==> config.mk <==
export PLATFORM = sky130hd
export DESIGN_NAME = adc_cmd_buffer
export DESIGN_NICKNAME = d
export VERILOG_FILES = /design/src/rtl/acb_pkg.sv /design/src/rtl/acb_slots.sv /design/src/rtl/acb_shadow.sv /design/src/rtl/acb_ctrl.sv /design/src/rtl/adc_cmd_buffer.sv
export SDC_FILE = /design/constraint.sdc
export NUM_CORES = 1
export LEC_CHECK = 0
export BUFFER_PORTS_ARGS = -buffer_cell sky130_fd_sc_hd__buf_4
export CORE_ASPECT_RATIO = 1.5
export CORE_UTILIZATION = 30
export DETAILED_ROUTE_END_ITERATION = 10
export PLACE_DENSITY = 0.51
export SKIP_LAST_GASP = 1
export SLEW_MARGIN = 20
export SYNTH_ARGS = -nofsm -noshare
export SYNTH_HDL_FRONTEND = slang
export SYNTH_SLANG_ARGS = --single-unit
==> constraint.sdc <==
create_clock -name clk -period 2.44 [get_ports clk]
set_input_delay 0 -clock clk [delete_from_list [all_inputs] [get_ports clk]]
set_output_delay 0 -clock clk [all_outputs]
set_load 0.05 [all_outputs]
==> src/rtl/acb_pkg.sv <==
package acb_pkg;
  typedef enum logic [1:0] {M_NORM, M_WAIT, M_PRIO, M_REST} acb_mode_e;
  typedef enum logic [1:0] {S_NONE, S_NORM, S_PRIO, S_SHAD} acb_src_e;
endpackage

==> src/rtl/acb_slots.sv <==
module acb_slots #(
  parameter int CH_W = 4
) (
  input  logic            clk,
  input  logic            rst,
  input  logic            flush,
  input  logic            ld_valid,
  input  logic [CH_W:0]   ld_cmd,
  output logic            ld_ready,
  input  logic            done,
  output logic            start,
  output logic [CH_W:0]   start_cmd,
  output logic            mux_pre,
  output logic [CH_W-1:0] mux_ch,
  output logic            h_v,
  output logic [CH_W:0]   h_c,
  output logic            i_v,
  output logic [CH_W:0]   i_c
);
  localparam int KIND = CH_W;

  logic h_busy;
  logic h_conv, i_conv, finish, advance, chain, pair, ld_fire;

  assign h_conv   = h_c[KIND];
  assign i_conv   = i_c[KIND];
  assign finish   = h_v && h_busy && done;
  assign advance  = finish || (!h_v && i_v);
  assign pair     = h_v && h_busy && h_conv && i_v && i_conv;
  assign chain    = finish && pair;
  assign ld_ready = !i_v && !flush;
  assign ld_fire  = ld_valid && ld_ready;

  always_ff @(posedge clk) begin
    if (rst || flush) begin
      h_v       <= 1'b0;
      i_v       <= 1'b0;
      h_busy    <= 1'b0;
      start     <= 1'b0;
      mux_pre   <= 1'b0;
      if (rst) begin
        h_c       <= '0;
        i_c       <= '0;
        start_cmd <= '0;
        mux_ch    <= '0;
      end
    end else begin
      start   <= 1'b0;
      mux_pre <= 1'b0;
      if (advance) begin
        h_v <= i_v;
        h_c <= i_c;
        i_v <= ld_fire;
      end else begin
        i_v <= i_v || ld_fire;
      end
      if (ld_fire) i_c <= ld_cmd;
      if (chain) begin
        h_busy    <= 1'b1;
        start     <= 1'b1;
        start_cmd <= i_c;
      end else if (advance) begin
        h_busy <= 1'b0;
      end else if (h_v && !h_busy) begin
        h_busy    <= 1'b1;
        start     <= 1'b1;
        start_cmd <= h_c;
        if (h_conv) mux_ch <= h_c[CH_W-1:0];
      end
      if (pair) begin
        mux_pre <= 1'b1;
        mux_ch  <= i_c[CH_W-1:0];
      end
    end
  end

  AST_CFG_FROM_HEAD: assert property (@(posedge clk) disable iff (rst)
    (start && !start_cmd[KIND]) |-> !$past(done));
endmodule

==> src/rtl/acb_shadow.sv <==
module acb_shadow #(
  parameter int CH_W = 4
) (
  input  logic          clk,
  input  logic          rst,
  input  logic          save,
  input  logic          h_v,
  input  logic [CH_W:0] h_c,
  input  logic          i_v,
  input  logic [CH_W:0] i_c,
  input  logic          pop,
  output logic          out_valid,
  output logic [CH_W:0] out_cmd
);
  localparam int DEPTH = 2;
  localparam int CW    = $clog2(DEPTH + 1);

  logic [CH_W:0] ent [DEPTH];
  logic [CW-1:0] cnt;
  logic          rd;

  assign out_valid = (cnt != '0);
  assign out_cmd   = ent[rd];

  always_ff @(posedge clk) begin
    if (rst) begin
      cnt <= '0;
      rd  <= 1'b0;
    end else if (save) begin
      rd <= 1'b0;
      if (h_v) begin
        ent[0] <= h_c;
        ent[1] <= i_c;
        cnt    <= i_v ? CW'(2) : CW'(1);
      end else begin
        ent[0] <= i_c;
        cnt    <= i_v ? CW'(1) : CW'(0);
      end
    end else if (pop && out_valid) begin
      rd  <= ~rd;
      cnt <= cnt - CW'(1);
    end
  end

  AST_SHADOW_KEEP: assert property (@(posedge clk) disable iff (rst)
    save |-> (cnt == '0));
endmodule

==> src/rtl/acb_ctrl.sv <==
module acb_ctrl
  import acb_pkg::*;
(
  input  logic     clk,
  input  logic     rst,
  input  logic     abort_en,
  input  logic     norm_valid,
  input  logic     prio_valid,
  input  logic     sh_valid,
  input  logic     slots_busy,
  input  logic     ld_ready,
  input  logic     abort_ack,
  output acb_src_e src,
  output logic     ld_valid,
  output logic     norm_ready,
  output logic     prio_ready,
  output logic     sh_pop,
  output logic     save,
  output logic     abort_req
);
  acb_mode_e mode;
  logic      trigger;

  assign trigger = (mode == M_NORM) && abort_en && prio_valid;
  assign save    = trigger && slots_busy;

  always_comb begin
    case (mode)
      M_NORM:  src = trigger ? S_NONE : (prio_valid ? S_PRIO : S_NORM);
      M_PRIO:  src = S_PRIO;
      M_REST:  src = S_SHAD;
      default: src = S_NONE;
    endcase
    case (src)
      S_NORM:  ld_valid = norm_valid;
      S_PRIO:  ld_valid = prio_valid;
      S_SHAD:  ld_valid = sh_valid;
      default: ld_valid = 1'b0;
    endcase
  end

  assign norm_ready = (src == S_NORM) && ld_ready;
  assign prio_ready = (src == S_PRIO) && ld_ready;
  assign sh_pop     = (src == S_SHAD) && ld_ready && sh_valid;

  always_ff @(posedge clk) begin
    if (rst) begin
      mode      <= M_NORM;
      abort_req <= 1'b0;
    end else begin
      case (mode)
        M_NORM: if (trigger) begin
          mode      <= slots_busy ? M_WAIT : M_PRIO;
          abort_req <= slots_busy;
        end
        M_WAIT: if (abort_ack) begin
          mode      <= M_PRIO;
          abort_req <= 1'b0;
        end
        M_PRIO: if (!prio_valid) mode <= sh_valid ? M_REST : M_NORM;
        default: if (!sh_valid) mode <= M_NORM;
      endcase
    end
  end

  AST_ABORT_HOLD: assert property (@(posedge clk) disable iff (rst)
    (abort_req && !abort_ack) |=> abort_req);
  AST_PRIO_AFTER_ACK: assert property (@(posedge clk) disable iff (rst)
    abort_req |-> !prio_ready);
  AST_REPLAY_GATES_NORM: assert property (@(posedge clk) disable iff (rst)
    sh_valid |-> !norm_ready);
endmodule

==> src/rtl/adc_cmd_buffer.sv <==
module adc_cmd_buffer
  import acb_pkg::*;
#(
  parameter int CH_W = 4
) (
  input  logic            clk,
  input  logic            rst,
  input  logic            abort_en,
  input  logic            norm_valid,
  output logic            norm_ready,
  input  logic [CH_W:0]   norm_cmd,
  input  logic            prio_valid,
  output logic            prio_ready,
  input  logic [CH_W:0]   prio_cmd,
  output logic            cmd_start,
  output logic [CH_W:0]   cmd_word,
  input  logic            conv_done,
  output logic            abort_req,
  input  logic            abort_ack,
  output logic            mux_pre,
  output logic [CH_W-1:0] mux_ch
);
  acb_src_e      src;
  logic          ld_valid, ld_ready, sh_valid, sh_pop, save;
  logic          h_v, i_v;
  logic [CH_W:0] h_c, i_c, sh_cmd, ld_cmd;

  always_comb begin
    case (src)
      S_PRIO:  ld_cmd = prio_cmd;
      S_SHAD:  ld_cmd = sh_cmd;
      default: ld_cmd = norm_cmd;
    endcase
  end

  acb_ctrl u_ctrl (
    .clk, .rst, .abort_en, .norm_valid, .prio_valid,
    .sh_valid, .slots_busy(h_v || i_v), .ld_ready, .abort_ack,
    .src, .ld_valid, .norm_ready, .prio_ready, .sh_pop, .save, .abort_req
  );

  acb_slots #(.CH_W(CH_W)) u_slots (
    .clk, .rst, .flush(save), .ld_valid, .ld_cmd, .ld_ready,
    .done(conv_done), .start(cmd_start), .start_cmd(cmd_word),
    .mux_pre, .mux_ch, .h_v, .h_c, .i_v, .i_c
  );

  acb_shadow #(.CH_W(CH_W)) u_shadow (
    .clk, .rst, .save, .h_v, .h_c, .i_v, .i_c,
    .pop(sh_pop), .out_valid(sh_valid), .out_cmd(sh_cmd)
  );

  AST_QUIET_DURING_ABORT: assert property (@(posedge clk) disable iff (rst)
    abort_req |-> !cmd_start);
endmodule

==> run_results.csv, run 1 <==
group,metric,value,unit
detailed_routing,vias,1559,
yosys,synth.distinct_cells,39,
grt,antenna_found_initial,0,
detailed_routing,ant_nets,0,
placement,dp.cells,300,
floorplanning,dieArea,7390,um^2
setup_path,r2r_slack,0.24,ns
timing,fin_crit,2.25,ns
power_and_ir_drop,irDropWorstVdd,0.000640,V
floorplanning,io_pins,31,
grt,grt_pass1_wl,7620,um
power_and_ir_drop,p_switching,0.000935,W
power_and_ir_drop,switching_share,36.8,%
clock_network,clk_pin_slew,0.08,ns
floorplanning,start_util,30.8,%
clock_network,cts_buffers,5,
timing,worstMarginPinSlew,0.519,ns
clock_network,clock_latency,0.29,ns
setup_path,startpoint_type,"register",
clock_network,cts.sinks,41,
timing,rsz0062_at_grt,"false",
worst_hold_path,hold_class,"in2reg",
timing,hold_violations,0,
placement,dp_hpwl,3630,um
clock_network,cts_tree,"yes",
setup_path,crit_required,2.44,ns
finish,finish.utilization,37.7,%
run_status,failed_checks,"design-rule violations",
finish,drive_above_1_share,24.3,%
finish,fillCellCount,700,
setup_path,critPathCaptureType,"output port",
timing,slew_violations,0,
yosys,avgSynthCellArea,11.0,um^2
setup_path,reg2regPathDepth,6,
floorplanning,chipHeight,105,um
floorplanning,std_cell_rows,37,
finish,syn2layout_area_growth,22.2,%
finish,multi_input_area,933,um^2
detailed_routing,drt_iter0_markers,70,
job,maxCapViolCount,0,
placement,pre_cts_ws,0.256,ns
placement,gp_congestion,0.719,
setup_path,worst_ep_arrival_time,2.25,ns
grt,gr-total-overflow,0,
timing,worst_slack,0.193,ns
floorplanning,core_area,6850,um^2
yosys,yosysSeqAreaShare,52.6,%
timing,maxSlewHeadroom,65.4,%
run_status,outcome,"complete, but fails checks",
finish,diodes,0,
detailed_routing,via_per_inst,5.06,
setup_path,cp_max_fo,9,
placement,io_buffer_count,30,
detailed_routing,routed_wl,4660,um
worst_hold_path,whs_path_depth,3,
grt,grt.total_usage,13.6,%
finish,final_nets,257,
yosys,synthesis.nets,219,
grt,grt_max_degree,15,
timing,skew,0.00521,ns
finish,fin_cells,308,
detailed_routing,firstDrtPassIters,7,
finish,seq_area,1110,um^2
detailed_routing,drc_errors,6,
timing,fmax,445,MHz
detailed_routing,wl_per_cell,15.1,um
power_and_ir_drop,leakagePower,1.08,nW
power_and_ir_drop,clock_power_share,20.6,%
clock_network,htreeDepth,2,
floorplanning,die_width,70.5,um
yosys,syn-instance-count,192,
clock_network,clock_path_buffers,2,
power_and_ir_drop,p_comb_share,38.0,%
power_and_ir_drop,p_int,0.00160,W
yosys,ys_warn_count,0,
power_and_ir_drop,power,0.00254,W
power_and_ir_drop,pwr-share-seq,41.4,%
timing,finalCritPeriodShare,92.1,%
timing,setup_viol,0,
yosys,ys_seq_elements,41,
clock_network,cts-root-buf,"clkbuf_8",
power_and_ir_drop,power_density,984,nW/um^2
setup_path,critical_path_class,"reg2out",
grt,grt_pass1_vias,1593,
yosys,syn_area,2110,um^2
timing,holdWs,0.110,ns
-- kinds of logic (layout without fill, tap and decap cells) --
logic type                 after synthesis  after routing  share of synthesized area (%)
buffers and inverters                   17             55                           3.20
adders and majority gates               10             10                           5.92
xor gates and xnor gates                 2              2                          0.830
DFF                                     41             41                           52.6
AOI/OAI and AO/OA                       40             40                           12.9
and+or+nand+nor                         62             62                           14.8
muxes                                   20             20                           9.77
-- metrics by stage --
step | setup TNS, ns | instance area [um^2]
floorplan | -0.734 | 2110
global placement | 0 | 2460
detailed placement | 0 | 2460
CTS | 0 | 2580
global route | 0 | 2580
finish | 0 | 2580
-- synth_stat cells (all sizes together) --
cell,n,area [um^2]
nor3,4,25.0
mux2,5,56.3
clkbuf,6,22.5
a211o,1,8.76
o211ai,6,45.0
a21oi,13,65.1
nand3,4,20.0
nor4,2,12.5
buf,3,15.0
nand4b,1,8.76
xnor2,2,17.5
a41o,2,20.0
a22o,1,8.76
a2111oi,1,15.0
nor2b,3,18.8
a21boi,1,7.51
a221oi,1,8.76
nand2b,5,31.3
o21ai,2,10.0
a22oi,1,7.51
and4b,1,10.0
clkinv,1,3.75
a21o,1,7.51
nand2,5,18.8
o31ai,1,7.51
o22ai,1,6.26
nand4,1,6.26
ha,10,125
dfxtp,12,240
a211oi,1,7.51
or2,1,6.26
nor2,26,97.6
o22a,1,10.0
mux2i,15,150
edfxtp,29,871
and3,9,56.3
inv,7,26.3
a31oi,6,37.5
-- routing by layer --
layer / wire length, um / track usage, % / share of wire [%] / vias up
li1: - / - / - / 788
met1: 1810 / 14.5 / 39 / 730
met2: 2650 / 26.1 / 57 / 37
met3: 146 / 2.31 / 3.1 / 4
met4: 48 / 4.81 / 1.0 / 0
met5: 0 / 0 / 0 / -
-- power by group through the flow --
stage                     clock, W  combinational (W)  sequential, W
after floorplan                  0           0.000612        0.00111
after global placement           0           0.000958        0.00107
after detailed placement         0           0.000966        0.00107
after CTS                 0.000540           0.000971        0.00105
after global routing      0.000563            0.00105        0.00108
final                     0.000523           0.000965        0.00105
-- worst max-delay path: stages (launching register included) --
cell and delay, ns:
dfxtp_1 0.46, inv_1 0.12, ha_1 0.22, buf_4 0.17, and4b_1 0.33, nor4_1 0.39
buf_4 0.27
-- layout make-up --
cell class | instances | area share (%)
clock buffers | 5 | 2.67
clock inverters | 2 | 1.36
inverters | 8 | 1.16
multi-input cells | 134 | 36.2
flip-flops and latches | 41 | 43.1
well taps | 78 | 3.78
repair buffers | 40 | 11.7
-- sequential cells by signal (all words and copies together), names as in the netlist, named ones only --
name and flops:
u_shadow.ent 10, u_slots.h_c 5, u_slots.i_c 5, u_slots.start_cmd 5, u_slots.mux_ch 4, u_ctrl.mode 2
u_shadow.cnt 2, u_ctrl.abort_req 1, u_shadow.rd 1, u_slots.h_busy 1, u_slots.h_v 1, u_slots.i_v 1
u_slots.mux_pre 1, u_slots.start 1
-- placed cells by master, fill, tap and decap left out, types with 6 or more instances in the layout --
cell type	Yosys	routed
and3_1	9	9
buf_4	0	39
nor2_1	26	26
a31oi_1	6	6
edfxtp_1	29	29
a21oi_1	13	13
dfxtp_1	12	11
o211ai_1	6	6
inv_1	7	7
mux2i_1	15	15
ha_1	10	10
-- final timing paths --
kind	to	startpoint
min	u_slots.i_v	norm_valid
min reg2reg	u_ctrl.abort_req	u_ctrl.abort_req
max reg2reg	u_slots.i_c[1]	u_ctrl.mode[1]
max	norm_ready	u_ctrl.mode[1]
-- what timing repair did --
item	CTS	global route
resized for setup	0	1
buffers inserted	0	0
endpoints found under the hold margin	3	0
hold buffers	1	0
setup endpoints to repair	0	1
Power figures use the tool's default switching activity.
==> inputs of run 2 (changes only) <==
==> constraint.sdc (replaced) <==
create_clock -name clk -period 2.1 [get_ports clk]
set_input_delay 0 -clock clk [delete_from_list [all_inputs] [get_ports clk]]
set_output_delay 0 -clock clk [all_outputs]
set_load 0.05 [all_outputs]
==> run_results.csv, run 2 (synthesized netlist as in run 1, its figures left out) <==
group,metric,value,unit
finish,fillCellCount,671,
run_status,outcome,"finished clean",
detailed_routing,wl_per_cell,15.2,um
clock_network,htreeDepth,2,
detailed_routing,drt_iter0_markers,43,
grt,grt.total_usage,14.1,%
clock_network,cts_tree,"yes",
finish,top_register,"u_shadow.ent",
timing,finalCritPeriodShare,94.1,%
detailed_routing,ant_nets,0,
floorplanning,std_cell_rows,37,
timing,fin_crit,1.98,ns
grt,met1_usage,14.4,%
finish,final_nets,267,
grt,busiest_layer,"met2",
clock_network,clock_path_buffers,2,
placement,pre_cts_ws,0.0577,ns
grt,grt_max_degree,15,
floorplanning,dieArea,7390,um^2
floorplanning,io_pins,31,
detailed_routing,vias,1605,
power_and_ir_drop,power_density,1200,nW/um^2
timing,setup_viol,0,
finish,final_cell_mix,"buf_4 (48), edfxtp_1 (29), nor2_1 (25)",
timing,slew_violations,0,
floorplanning,start_util,30.8,%
setup_path,crit_required,2.10,ns
setup_path,cp_max_fo,8,
grt,grt_use_met2,27.7,%
power_and_ir_drop,irDropWorstVdd,0.000727,V
detailed_routing,drc_errors,0,
timing,hold_violations,0,
setup_path,cpMaxStageDelayCell,"dfxtp_1",
detailed_routing,routed_wl,4830,um
setup_path,cp_cell_sequence,"inv_1, ha_2, nand2b_1, o22a_2, buf_4, nor4_4, buf_6",
setup_path,crit_path_end,"prio_ready",
power_and_ir_drop,power,0.00328,W
timing,worst_slack,0.124,ns
grt,grt_pass1_vias,1678,
finish,drive_above_1_share,29.5,%
floorplanning,die_width,70.5,um
finish,final_common_cell,"buf_4",
worst_hold_path,hold_class,"in2reg",
setup_path,worst_ep_arrival_time,1.98,ns
power_and_ir_drop,leakagePower,1.14,nW
placement,placed_area,2560,um^2
detailed_routing,firstDrtPassIters,4,
grt,gr-total-overflow,0,
clock_network,cts.sinks,41,
finish,finish.utilization,39.9,%
setup_path,critPathCaptureType,"output port",
timing,rsz0062_at_grt,"false",
floorplanning,core_area,6850,um^2
grt,grt_use_met3,2.80,%
grt,grt_pass1_wl,7960,um
finish,diodes,0,
setup_path,r2r_slack,0.13,ns
clock_network,clk_pin_slew,0.08,ns
setup_path,critical_path_class,"reg2out",
clock_network,cts_buffers,5,
detailed_routing,via_per_inst,5.03,
placement,gp_congestion,0.747,
setup_path,reg2reg_to,"u_shadow.ent[0][1]",
timing,fmax,506,MHz
finish,stdcell_area,2730,um^2
job,maxCapViolCount,0,
finish,largest_reg_flops,10,
floorplanning,chipHeight,105,um
clock_network,clock_latency,0.29,ns
timing,maxSlewHeadroom,69.8,%
setup_path,reg2regPathDepth,5,
placement,dp_hpwl,3810,um
clock_network,cts-root-buf,"clkbuf_8",
grt,antenna_found_initial,0,
timing,skew,0.00851,ns
setup_path,slowest_delay,0.36,ns
setup_path,crit_path_start,"u_ctrl.mode[0]",
setup_path,timing.rr.start,"u_ctrl.mode[0]",
finish,syn2layout_area_growth,29.3,%
placement,io_buffer_count,30,
timing,worstMarginPinSlew,0.453,ns
setup_path,startpoint_type,"register",
run 2: changes by cell type in the layout (fill, tap and decap cells not counted), sizes merged:
cell	delta
bufinv	+1
buf	+10
inv	+1
clkinv	-1
run 2: routing by layer:
layer | wire length, um | vias up
met3 | 130 | 2
met2 | 2860 | 22
met4 | 31 | 0
li1 | - | 806
met1 | 1810 | 775
met5 | 0 | -
run 2: critical path: cells and delay by family, from the launching register on:
| family | cells | cell delay (ns) |
|---|---|---|
| flip-flops | 1 | 0.36 |
| adder cells (fa/ha/maj) | 1 | 0.26 |
| AND/OR/NAND/NOR | 2 | 0.38 |
| buffers and inverters | 3 | 0.45 |
| AO/OA/AOI/OAI | 1 | 0.24 |
run 2: per-stage QoR:
step / hold slack (ns) / setup TNS, ns / std cells
finish: 0.0919 / 0 / 319
global route: 0.0998 / 0 / 319
CTS: 0.0799 / 0 / 319
detailed placement: 0.307 / 0 / 310
global placement: 0.300 / 0 / 310
floorplan: 0.267 / -0.293 / 192
run 2: layout make-up:
class | instances | area [um^2] | area share (%)
Sequential cell | 41 | 1110 | 40.7
Multi-Input combinational cell | 134 | 973 | 35.6
Timing Repair Buffer | 50 | 382 | 14.0
Tap cell | 78 | 97.6 | 3.57
Clock buffer | 5 | 68.8 | 2.52
Clock inverter | 3 | 68.8 | 2.52
Inverter | 8 | 30.0 | 1.10
run 2: power by group:
group          total, W  switching [W]  internal, W
clock          0.000759       0.000281     0.000479
sequential      0.00119       0.000116      0.00107
combinational   0.00134       0.000769     0.000568
run 2: timing repair:
| action | CTS | global route |
|---|---|---|
| hold buffers | 1 | 0 |
| setup endpoints to repair | 1 | 2 |
| endpoints found under the hold margin | 1 | 0 |
| resized for setup | 1 | 4 |
| setup buffers | 0 | 0 |
| pin swaps | 0 | 0 |
run 2: worst min-delay path by stage:
stage	start	end	slack [ns]	cells after the start
after floorplan	prio_cmd[0]	u_slots.i_c[0]	0.27	2
after global placement	rst	u_ctrl.abort_req	0.30	2
after detailed placement	rst	u_ctrl.abort_req	0.31	2
after CTS	prio_cmd[3]	u_slots.i_c[3]	0.08	3
after global routing	prio_cmd[3]	u_slots.i_c[3]	0.1	3
final	prio_cmd[3]	u_slots.i_c[3]	0.09	3
